### config.mk
export PLATFORM = sky130hd
export DESIGN_NAME = callret_trap_unit
export DESIGN_NICKNAME = d
export VERILOG_FILES = /design/src/rtl/crt_pkg.sv /design/src/rtl/crt_lifo.sv /design/src/rtl/crt_arbiter.sv /design/src/rtl/callret_trap_unit.sv
export SDC_FILE = /design/constraint.sdc
export NUM_CORES = 1
export LEC_CHECK = 0
export ABC_CLOCK_PERIOD_IN_PS = 5640
export BUFFER_PORTS_ARGS = -buffer_cell sky130_fd_sc_hd__clkbuf_2
export CAP_MARGIN = 5
export CORE_MARGIN = 5
export CORE_UTILIZATION = 50
export DETAILED_ROUTE_END_ITERATION = 16
export PLACE_DENSITY = 0.67
export RECOVER_POWER = 100
export SLEW_MARGIN = 20
export SYNTH_ARGS = -nofsm -noshare
export SYNTH_HDL_FRONTEND = slang
export SYNTH_SLANG_ARGS = --single-unit
### constraint.sdc
create_clock -name clk -period 5.64 [get_ports clk]
set_input_delay 0.282 -clock clk [delete_from_list [all_inputs] [get_ports clk]]
set_output_delay 0.282 -clock clk [all_outputs]
set_load 0.005 [all_outputs]
### src/rtl/crt_pkg.sv
package crt_pkg;

  // Trap cause codes; the numeric value is the field seen on trap_cause
  typedef enum logic [1:0] {
    CAUSE_UNDERFLOW = 2'd0,
    CAUSE_RS_OVF    = 2'd1,
    CAUSE_DS_OVF    = 2'd2,
    CAUSE_RESCHED   = 2'd3
  } cause_e;

  // True when incrementing s by one (modulo 2^sw) lands on lim
  function automatic logic next_hits_limit(input logic [31:0] s,
                                           input logic [31:0] lim,
                                           input int unsigned sw);
    logic [31:0] mask;
    mask = (32'd1 << sw) - 32'd1;
    return ((s + 32'd1) & mask) == (lim & mask);
  endfunction

  // True when the stack depth has reached the early-warning threshold
  function automatic logic in_reserve(input logic [31:0] depth,
                                      input logic [31:0] thresh);
    return depth >= thresh;
  endfunction

endpackage

### src/rtl/crt_lifo.sv
module crt_lifo #(
  parameter int DEPTH = 16,
  parameter int PC_W  = 32,
  parameter int L_W   = 7,
  localparam int CW   = $clog2(DEPTH + 1),
  localparam int IW   = (DEPTH > 1) ? $clog2(DEPTH) : 1
) (
  input  logic            clk,
  input  logic            rst_n,
  input  logic            push,
  input  logic            pop,
  input  logic [PC_W-1:0] pc_in,
  input  logic [L_W-1:0]  l_in,
  output logic [PC_W-1:0] pop_pc,
  output logic [L_W-1:0]  pop_l,
  output logic            pop_valid,
  output logic [CW-1:0]   depth,
  output logic            empty_pop
);

  logic [PC_W-1:0] pc_mem [DEPTH];
  logic [L_W-1:0]  l_mem  [DEPTH];
  logic [CW-1:0]   cnt_q;
  logic            do_push;
  logic            do_pop;
  logic [IW-1:0]   wr_idx;
  logic [IW-1:0]   rd_idx;

  assign do_push   = push && (cnt_q < CW'(DEPTH));
  assign do_pop    = pop && !push && (cnt_q != '0);
  assign empty_pop = pop && !push && (cnt_q == '0);
  assign wr_idx    = IW'(cnt_q);
  assign rd_idx    = IW'(cnt_q - CW'(1));
  assign depth     = cnt_q;

  for (genvar g = 0; g < DEPTH; g++) begin : g_entry
    always_ff @(posedge clk) begin
      if (do_push && wr_idx == IW'(g)) begin
        pc_mem[g] <= pc_in;
        l_mem[g]  <= l_in;
      end
    end
  end

  always_ff @(posedge clk) begin
    if (!rst_n) begin
      cnt_q     <= '0;
      pop_valid <= 1'b0;
      pop_pc    <= '0;
      pop_l     <= '0;
    end else begin
      pop_valid <= do_pop;
      if (do_push) begin
        cnt_q <= cnt_q + CW'(1);
      end else if (do_pop) begin
        cnt_q  <= cnt_q - CW'(1);
        pop_pc <= pc_mem[rd_idx];
        pop_l  <= l_mem[rd_idx];
      end
    end
  end

endmodule

### src/rtl/crt_arbiter.sv
module crt_arbiter
  import crt_pkg::*;
(
  input  logic       clk,
  input  logic       rst_n,
  input  logic       unf_ev,
  input  logic       rso_ev,
  input  logic       dso_ev,
  input  logic       resched_line,
  input  logic       rett_ev,
  output logic       trap_req,
  output logic [1:0] trap_cause,
  output logic       trap_en,
  output logic       taken
);

  logic   pend_q;
  logic   want_rso;
  logic   want_dso;
  logic   want_rs;
  logic   take_rs;
  cause_e sel;

  assign want_rso = trap_en && rso_ev;
  assign want_dso = trap_en && dso_ev;
  assign want_rs  = trap_en && (pend_q || resched_line);
  assign take_rs  = want_rs && !unf_ev && !want_rso && !want_dso;
  assign taken    = unf_ev || want_rso || want_dso || want_rs;

  always_comb begin
    if (unf_ev)        sel = CAUSE_UNDERFLOW;
    else if (want_rso) sel = CAUSE_RS_OVF;
    else if (want_dso) sel = CAUSE_DS_OVF;
    else               sel = CAUSE_RESCHED;
  end

  always_ff @(posedge clk) begin
    if (!rst_n) begin
      trap_req   <= 1'b0;
      trap_cause <= 2'd0;
      trap_en    <= 1'b1;
      pend_q     <= 1'b0;
    end else begin
      trap_req <= taken;
      if (taken) trap_cause <= sel;
      if (taken)        trap_en <= 1'b0;
      else if (rett_ev) trap_en <= 1'b1;
      pend_q <= (pend_q || resched_line) && !take_rs;
    end
  end

endmodule

### src/rtl/callret_trap_unit.sv
module callret_trap_unit
  import crt_pkg::*;
#(
  parameter int DEPTH   = 16,
  parameter int RESERVE = 4,
  parameter int PC_W    = 32,
  parameter int L_W     = 7,
  parameter int SW      = 7
) (
  input  logic            clk,
  input  logic            rst_n,
  input  logic            call_i,
  input  logic [PC_W-1:0] call_pc,
  input  logic [L_W-1:0]  call_l,
  input  logic            ret_i,
  input  logic            rett_i,
  input  logic            s_inc,
  input  logic [SW-1:0]   s_ptr,
  input  logic [SW-1:0]   s_limit,
  input  logic            resched_i,
  output logic [PC_W-1:0] ret_pc,
  output logic [L_W-1:0]  ret_l,
  output logic            ret_valid,
  output logic            trap_req,
  output logic [1:0]      trap_cause,
  output logic            trap_en
);

  localparam int CW     = $clog2(DEPTH + 1);
  localparam int THRESH = DEPTH - RESERVE;

  // Named internal events, visible to the bound checker
  logic          ret_any;
  logic [CW-1:0] depth_w;
  logic          unf_ev;
  logic          rso_ev;
  logic          dso_ev;
  logic          trap_taken;

  assign ret_any = ret_i || rett_i;
  assign rso_ev  = call_i && in_reserve(32'(depth_w), 32'(THRESH));
  assign dso_ev  = s_inc && next_hits_limit(32'(s_ptr), 32'(s_limit), SW);

  crt_lifo #(
    .DEPTH (DEPTH),
    .PC_W  (PC_W),
    .L_W   (L_W)
  ) u_lifo (
    .clk       (clk),
    .rst_n     (rst_n),
    .push      (call_i),
    .pop       (ret_any),
    .pc_in     (call_pc),
    .l_in      (call_l),
    .pop_pc    (ret_pc),
    .pop_l     (ret_l),
    .pop_valid (ret_valid),
    .depth     (depth_w),
    .empty_pop (unf_ev)
  );

  crt_arbiter u_arb (
    .clk          (clk),
    .rst_n        (rst_n),
    .unf_ev       (unf_ev),
    .rso_ev       (rso_ev),
    .dso_ev       (dso_ev),
    .resched_line (resched_i),
    .rett_ev      (rett_i),
    .trap_req     (trap_req),
    .trap_cause   (trap_cause),
    .trap_en      (trap_en),
    .taken        (trap_taken)
  );

endmodule

==> results.cfg, run 1 <==
[outcome]
status = complete, but fails checks
violations = max-capacitance violations, max-slew violations

[worst_setup_path]
crit_fanout = 39
crit_chain = inv_1 -> ha_1 -> nand2_1 -> nor2_4 -> clkbuf_1
critical_path_required_ns = 5.75
path_class = flip-flop to flip-flop
path_delay_family = buffers and inverters
crit_buf_inv = 2
crit_path_end_kind = flip-flop
crit_path_start_kind = flip-flop
max_stage_delay_ns = 2.42
arrival_ns = 4.47
slowest_stage = clkbuf_1

[sta]
finClkSkew_ns = 0.0212
fin_setup_tns_ns = 0
setup_viol = 0
fin_ws_ns = 1.29
worst_slew_pin_slew_ns = 3.41
grt_setup_unrepaired = false
drv_slew = 311
post-route-period-util = 0.772
hold_viol = 0
min_period_ns = 4.35
fmax_mhz = 230
slew_headroom = -1.28

[logic_synthesis]
yosys.area_share.simple = 0.0353
synth_edf_count = 624
syn_area_per_cell_um2 = 19.9
synthAdderAreaFrac = 0.00291
ys_types = 48
syn-instance-count = 1294
yosysTopAreaCell = edfxtp_1
synth_warnings = 0
ys_ff_latch = 674
syn-num-nets = 1360
synth-compound-area-share = 0.0380
synthTopCellsByArea = edfxtp_1 (73%), mux4_2 (14%), dfxtp_1 (3.9%)
synth-xor-area-share = 0.00403
syn-cell-area_um2 = 25800
yosysSeqAreaShare = 0.766
synth_ff_type = edfxtp_1
synth_top_family_by_area = multiplexers
muxShareOfSynthArea = 0.137
async_flop_share = 0
yosys.area.top_type_share = 0.727

[placed_design]
gp_congestion = 0.807
dp_cells = 2039
place_ws_ns = 2.19
dp_hpwl_mm = 29.2
port_buffers = 103

[route]
via_count = 12880
drtIter0Drc = 1204
vias_per_cell = 5.95
drc = 0
postRouteAntennaNets = 0
wl_mm = 57.6
wl_per_cell_um = 26.6
drtPass1Iterations = 5

[grt]
grt_pass1_wl_mm = 85.5
grt_use_total = 0.205
grt_pass1_vias = 13275
antenna_found_initial = 3
overflow = 0
grt_max_degree = 101

[clock_network]
htreeDepth = 3
clock_sinks = 674
clockBufferDepth = 3
cts_hold_buffers = 0
cts-root-buf = clkbuf_16
cts_made_buffers = 67
cts_tree = yes
cts_setup_buffers = 0
cts-resized-gates = 0
clk_latency_ns = 0.59
clkSlewWorstSetupHoldPaths_ns = 0.06

[die]
num_rows = 83
dieArea_um2 = 56200
ioPinCount = 104
dieWidth_um = 237
die_h_um = 237
core-area_um2 = 51200
start_util = 0.503

[cells_and_area]
finalNetCount = 1496
areaGrowthSynthToFinish_pct = 13.1
fin_cells = 2164
drive_gt1_frac = 0.218

[power_and_ir_drop]
totalPowerFinal_mw = 14.8
ir_drop_mv = 0.575
power_density_nw_per_um2 = 508
power_leakage_nw = 9.53

[worst_hold_path]
min_path_type = primary input to flip-flop

[job]
maxCapViolations = 11
==> worst paths after layout <==
check                                           to                           from  cells after the start  slack (ns)
hold reg to reg      u_lifo.pop_pc[9]$_SDFFE_PN0P_  u_lifo.pop_pc[9]$_SDFFE_PN0P_                      1        0.47
setup / recovery    u_lifo.pc_mem[4][20]$_DFFE_PP_   u_lifo.depth[0]$_SDFFE_PN0P_                      5        1.29
setup reg to reg    u_lifo.pc_mem[4][20]$_DFFE_PP_   u_lifo.depth[0]$_SDFFE_PN0P_                      5        1.29
hold / removal    u_arb.trap_cause[0]$_SDFFE_PN0P_                          s_inc                      4        0.06
==> per-layer routing <==
| layer | global-route usage | up-vias | wire (µm) |
|---|---|---|---|
| met5 | 0 | - | 15 |
| met4 | 0.0530 | 4 | 969 |
| met1 | 0.288 | 6840 | 23900 |
| met3 | 0.0457 | 68 | 4550 |
| li1 | - | 5504 | - |
| met2 | 0.331 | 464 | 28200 |
==> final cells by class <==
| type | instances | area (µm²) |
|---|---|---|
| fill | 3766 | 22000 |
| antenna | 1 | 2.50 |
| tap | 680 | 851 |
| multi-input combinational | 546 | 5670 |
| timing repair buffer | 134 | 631 |
| inverter | 7 | 26.3 |
| clock buffer | 99 | 2040 |
| clock inverter | 23 | 183 |
| sequential | 674 | 19700 |
==> power by group <==
group	switching (mW)	internal (mW)	total, mW
sequential	0.194	5.92	6.12
combinational	2.51	1.75	4.26
clock	1.78	2.65	4.43
total	4.49	10.3	14.8
==> tightest hold or removal path, stage by stage <==
cell,delay [ns]
clkbuf_2,0.08
nand4_1,0.11
a2111oi_0,0.07
nor2_1,0.07
==> state kept, by name, summed over array words and instances, names as in the netlist <==
register          flops
u_arb.pend_q          1
u_arb.trap_cause      2
u_arb.trap_en         1
u_arb.trap_req        1
u_lifo.depth          5
u_lifo.l_mem        112
u_lifo.pc_mem       512
u_lifo.pop_l          7
u_lifo.pop_pc        32
u_lifo.pop_valid      1
==> cells in the final DEF (no fill, tap or decap), types with 2 or more instances in the layout <==
master,instances
buf_12,2
a211oi_1,2
bufinv_16,3
ha_1,6
clkinvlp_4,2
nand4_1,2
mux4_2,156
clkinv_1,14
a31oi_1,3
a21oi_1,86
nand3b_1,2
clkbuf_2,37
nand3_1,2
clkbuf_8,12
buf_4,13
buf_1,3
dfxtp_1,49
o31ai_1,3
nand2_1,168
nor2b_1,3
xor2_1,3
o21ai_0,5
clkbuf_1,93
a211o_1,40
xnor2_1,6
clkinv_2,4
nor3_2,2
inv_1,6
nor2_4,8
a31o_2,2
clkbuf_16,73
nor2_1,22
nand2b_1,4
edfxtp_1,624
o21a_1,2
==> stage by stage <==
stage	hold WS, ns	instance area (µm²)	utilization
after floorplan	0.381	25800	-
after global placement	0.452	27100	0.530
after detailed placement	0.453	27200	0.531
after CTS	0.0357	29400	0.574
after global routing	0.0754	29100	0.569
final	0.0628	29200	0.569
==> Yosys cell counts, types with 2 or more instances <==
cell type and n:
nor2b_1 3, edfxtp_1 624, buf_6 15, xor2_1 3, buf_2 22, nand3_1 2, nand2b_1 4, a31o_2 2
a211oi_1 2, ha_1 6, nand2_1 168, a211o_1 40, xnor2_1 7, buf_1 7, a21oi_1 85, a31oi_1 3
dfxtp_1 50, clkbuf_1 19, o21ai_0 5, nor2_1 30, o21a_1 2, o31ai_1 3, inv_1 6, mux4_2 156
nor3_2 2, nand4_1 2, buf_4 4, nand3b_1 2
==> kinds of logic after synthesis <==
kind of cell / after synthesis
mux: 158
fa+ha+maj: 6
flops: 674
simple gates: 220
buf+inv: 74
xor+xnor: 11
compound gates: 151
No activity file was read; power rests on OpenSTA's default activity.
==> run 2: changes to the inputs <==
--- a/config.mk
+++ b/config.mk
@@ -5,7 +5,7 @@
 export SDC_FILE = /design/constraint.sdc
 export NUM_CORES = 1
 export LEC_CHECK = 0
-export ABC_CLOCK_PERIOD_IN_PS = 5640
+export ABC_CLOCK_PERIOD_IN_PS = 4180
 export BUFFER_PORTS_ARGS = -buffer_cell sky130_fd_sc_hd__clkbuf_2
 export CAP_MARGIN = 5
 export CORE_MARGIN = 5
==> constraint.sdc (replaced) <==
create_clock -name clk -period 4.18 [get_ports clk]
set_input_delay 0.209 -clock clk [delete_from_list [all_inputs] [get_ports clk]]
set_output_delay 0.209 -clock clk [all_outputs]
set_load 0.005 [all_outputs]
==> results.cfg, run 2 (synthesis gave the netlist of run 1 again) <==
[route]
wl_mm = 55.1
drc = 0
drtIter0Drc = 1296
postRouteAntennaNets = 0
drtPass1Iterations = 5
wl_per_cell_um = 25.3
vias_per_cell = 5.86
via_count = 12768

[cells_and_area]
drive_gt1_frac = 0.230
largest_reg_flops = 512
layout_common_cells = edfxtp_1 (624), nand2_1 (168), mux4_2 (156), clkbuf_1 (86), a21oi_1 (85)
final_cell_area_um2 = 29400
regMostFlops = u_lifo.pc_mem
areaGrowthSynthToFinish_pct = 14.1
largestRegisters = u_lifo.pc_mem (512), u_lifo.l_mem (112), u_lifo.pop_pc (32)
final_common_cell = edfxtp_1
finalNetCount = 1508
fin_cells = 2178

[outcome]
violations = max-capacitance violations, max-slew violations
status = complete, but fails checks

[placed_design]
dp_cells = 2044
place_area_um2 = 27300
place_ws_ns = 1.48
dp_hpwl_mm = 29.7
gp_congestion = 0.799
port_buffers = 103

[sta]
hold_viol = 0
fin_ws_ns = 0.934
setup_viol = 0
grt_setup_unrepaired = false
drv_slew = 81
fin_setup_tns_ns = 0
fmax_mhz = 308
finClkSkew_ns = 0.0198
slew_headroom = -0.0542
min_period_ns = 3.25
holdWs_ns = 0.0446
post-route-period-util = 0.777
worst_slew_pin_slew_ns = 1.58

[power_and_ir_drop]
power_leakage_nw = 9.63
power_density_nw_per_um2 = 679
ir_drop_mv = 0.814

[die]
dieArea_um2 = 56200
core-area_um2 = 51200
dieWidth_um = 237
num_rows = 83
die_h_um = 237
ioPinCount = 104
start_util = 0.503

[worst_setup_path]
crit_path_end_kind = flip-flop
arrival_ns = 3.52
startpoint = u_lifo.depth[4]$_SDFFE_PN0P_
timing.rr.start = u_lifo.depth[4]$_SDFFE_PN0P_
path_class = flip-flop to flip-flop
crit_path_start_kind = flip-flop
critical_path_required_ns = 4.45
crit_fanout = 15

[clock_network]
clkSlewWorstSetupHoldPaths_ns = 0.06
clockBufferDepth = 3
clock_sinks = 674
cts-root-buf = clkbuf_16
cts-resized-gates = 0
cts_made_buffers = 67
cts_tree = yes
htreeDepth = 3
clk_latency_ns = 0.60

[job]
maxCapViolations = 3

[grt]
grt_pass1_vias = 13046
grt_pass1_wl_mm = 83.2
overflow = 0
antenna_found_initial = 0
grt_use_total = 0.197
grt_max_degree = 81

[worst_hold_path]
min_path_type = primary input to flip-flop
hold_start = rett_i
==> run 2: area by class of cell <==
class / count / area [µm²]
inverter: 7 / 26.3
clock inverter: 33 / 304
multi-input combinational: 546 / 5740
fill: 3786 / 21800
clock buffer: 91 / 1850
timing repair buffer: 146 / 893
tap: 680 / 851
sequential: 674 / 19700
antenna: 1 / 2.50
==> run 2: per-stage QoR <==
step / utilization / total power, mW
finish: 0.574 / 20.0
global route: 0.574 / 20.9
CTS: 0.577 / 20.2
detailed placement: 0.534 / 14.3
global placement: 0.534 / 14.3
floorplan: - / 12.6
==> run 2: repair_timing <==
item,CTS,global route
endpoints found under the setup margin,0,0
buffers inserted,0,0
hold buffers,9,0
endpoints found under the hold margin,50,0
==> run 2: per-layer routing <==
metal	part of all wire	track usage
met5	0	0
met4	0.016	0.0485
met3	0.063	0.0309
met2	0.49	0.321
met1	0.43	0.287
==> run 2: final timing paths <==
kind         cells past startpoint  slack (ns)                              to
min                              3        0.04      u_arb.trap_en$_SDFFE_PN1P_
min reg2reg                      1        0.47    u_lifo.pop_l[0]$_SDFFE_PN0P_
max reg2reg                      4        0.93  u_lifo.pc_mem[7][10]$_DFFE_PP_
max                              4        0.93  u_lifo.pc_mem[7][10]$_DFFE_PP_
==> run 2: worst max-delay path, cell delays in order (launching register included) <==
cell and delay, ns:
dfxtp_1 0.34, nor2b_1 0.51, nand2_1 0.39, nor2_1 1.22, buf_4 0.45
==> run 2: report_power, final <==
part           total (mW)  switching, mW  internal, mW
sequential           8.16          0.193          7.97
combinational        5.95           3.49          2.46
clock                5.85           2.42          3.43
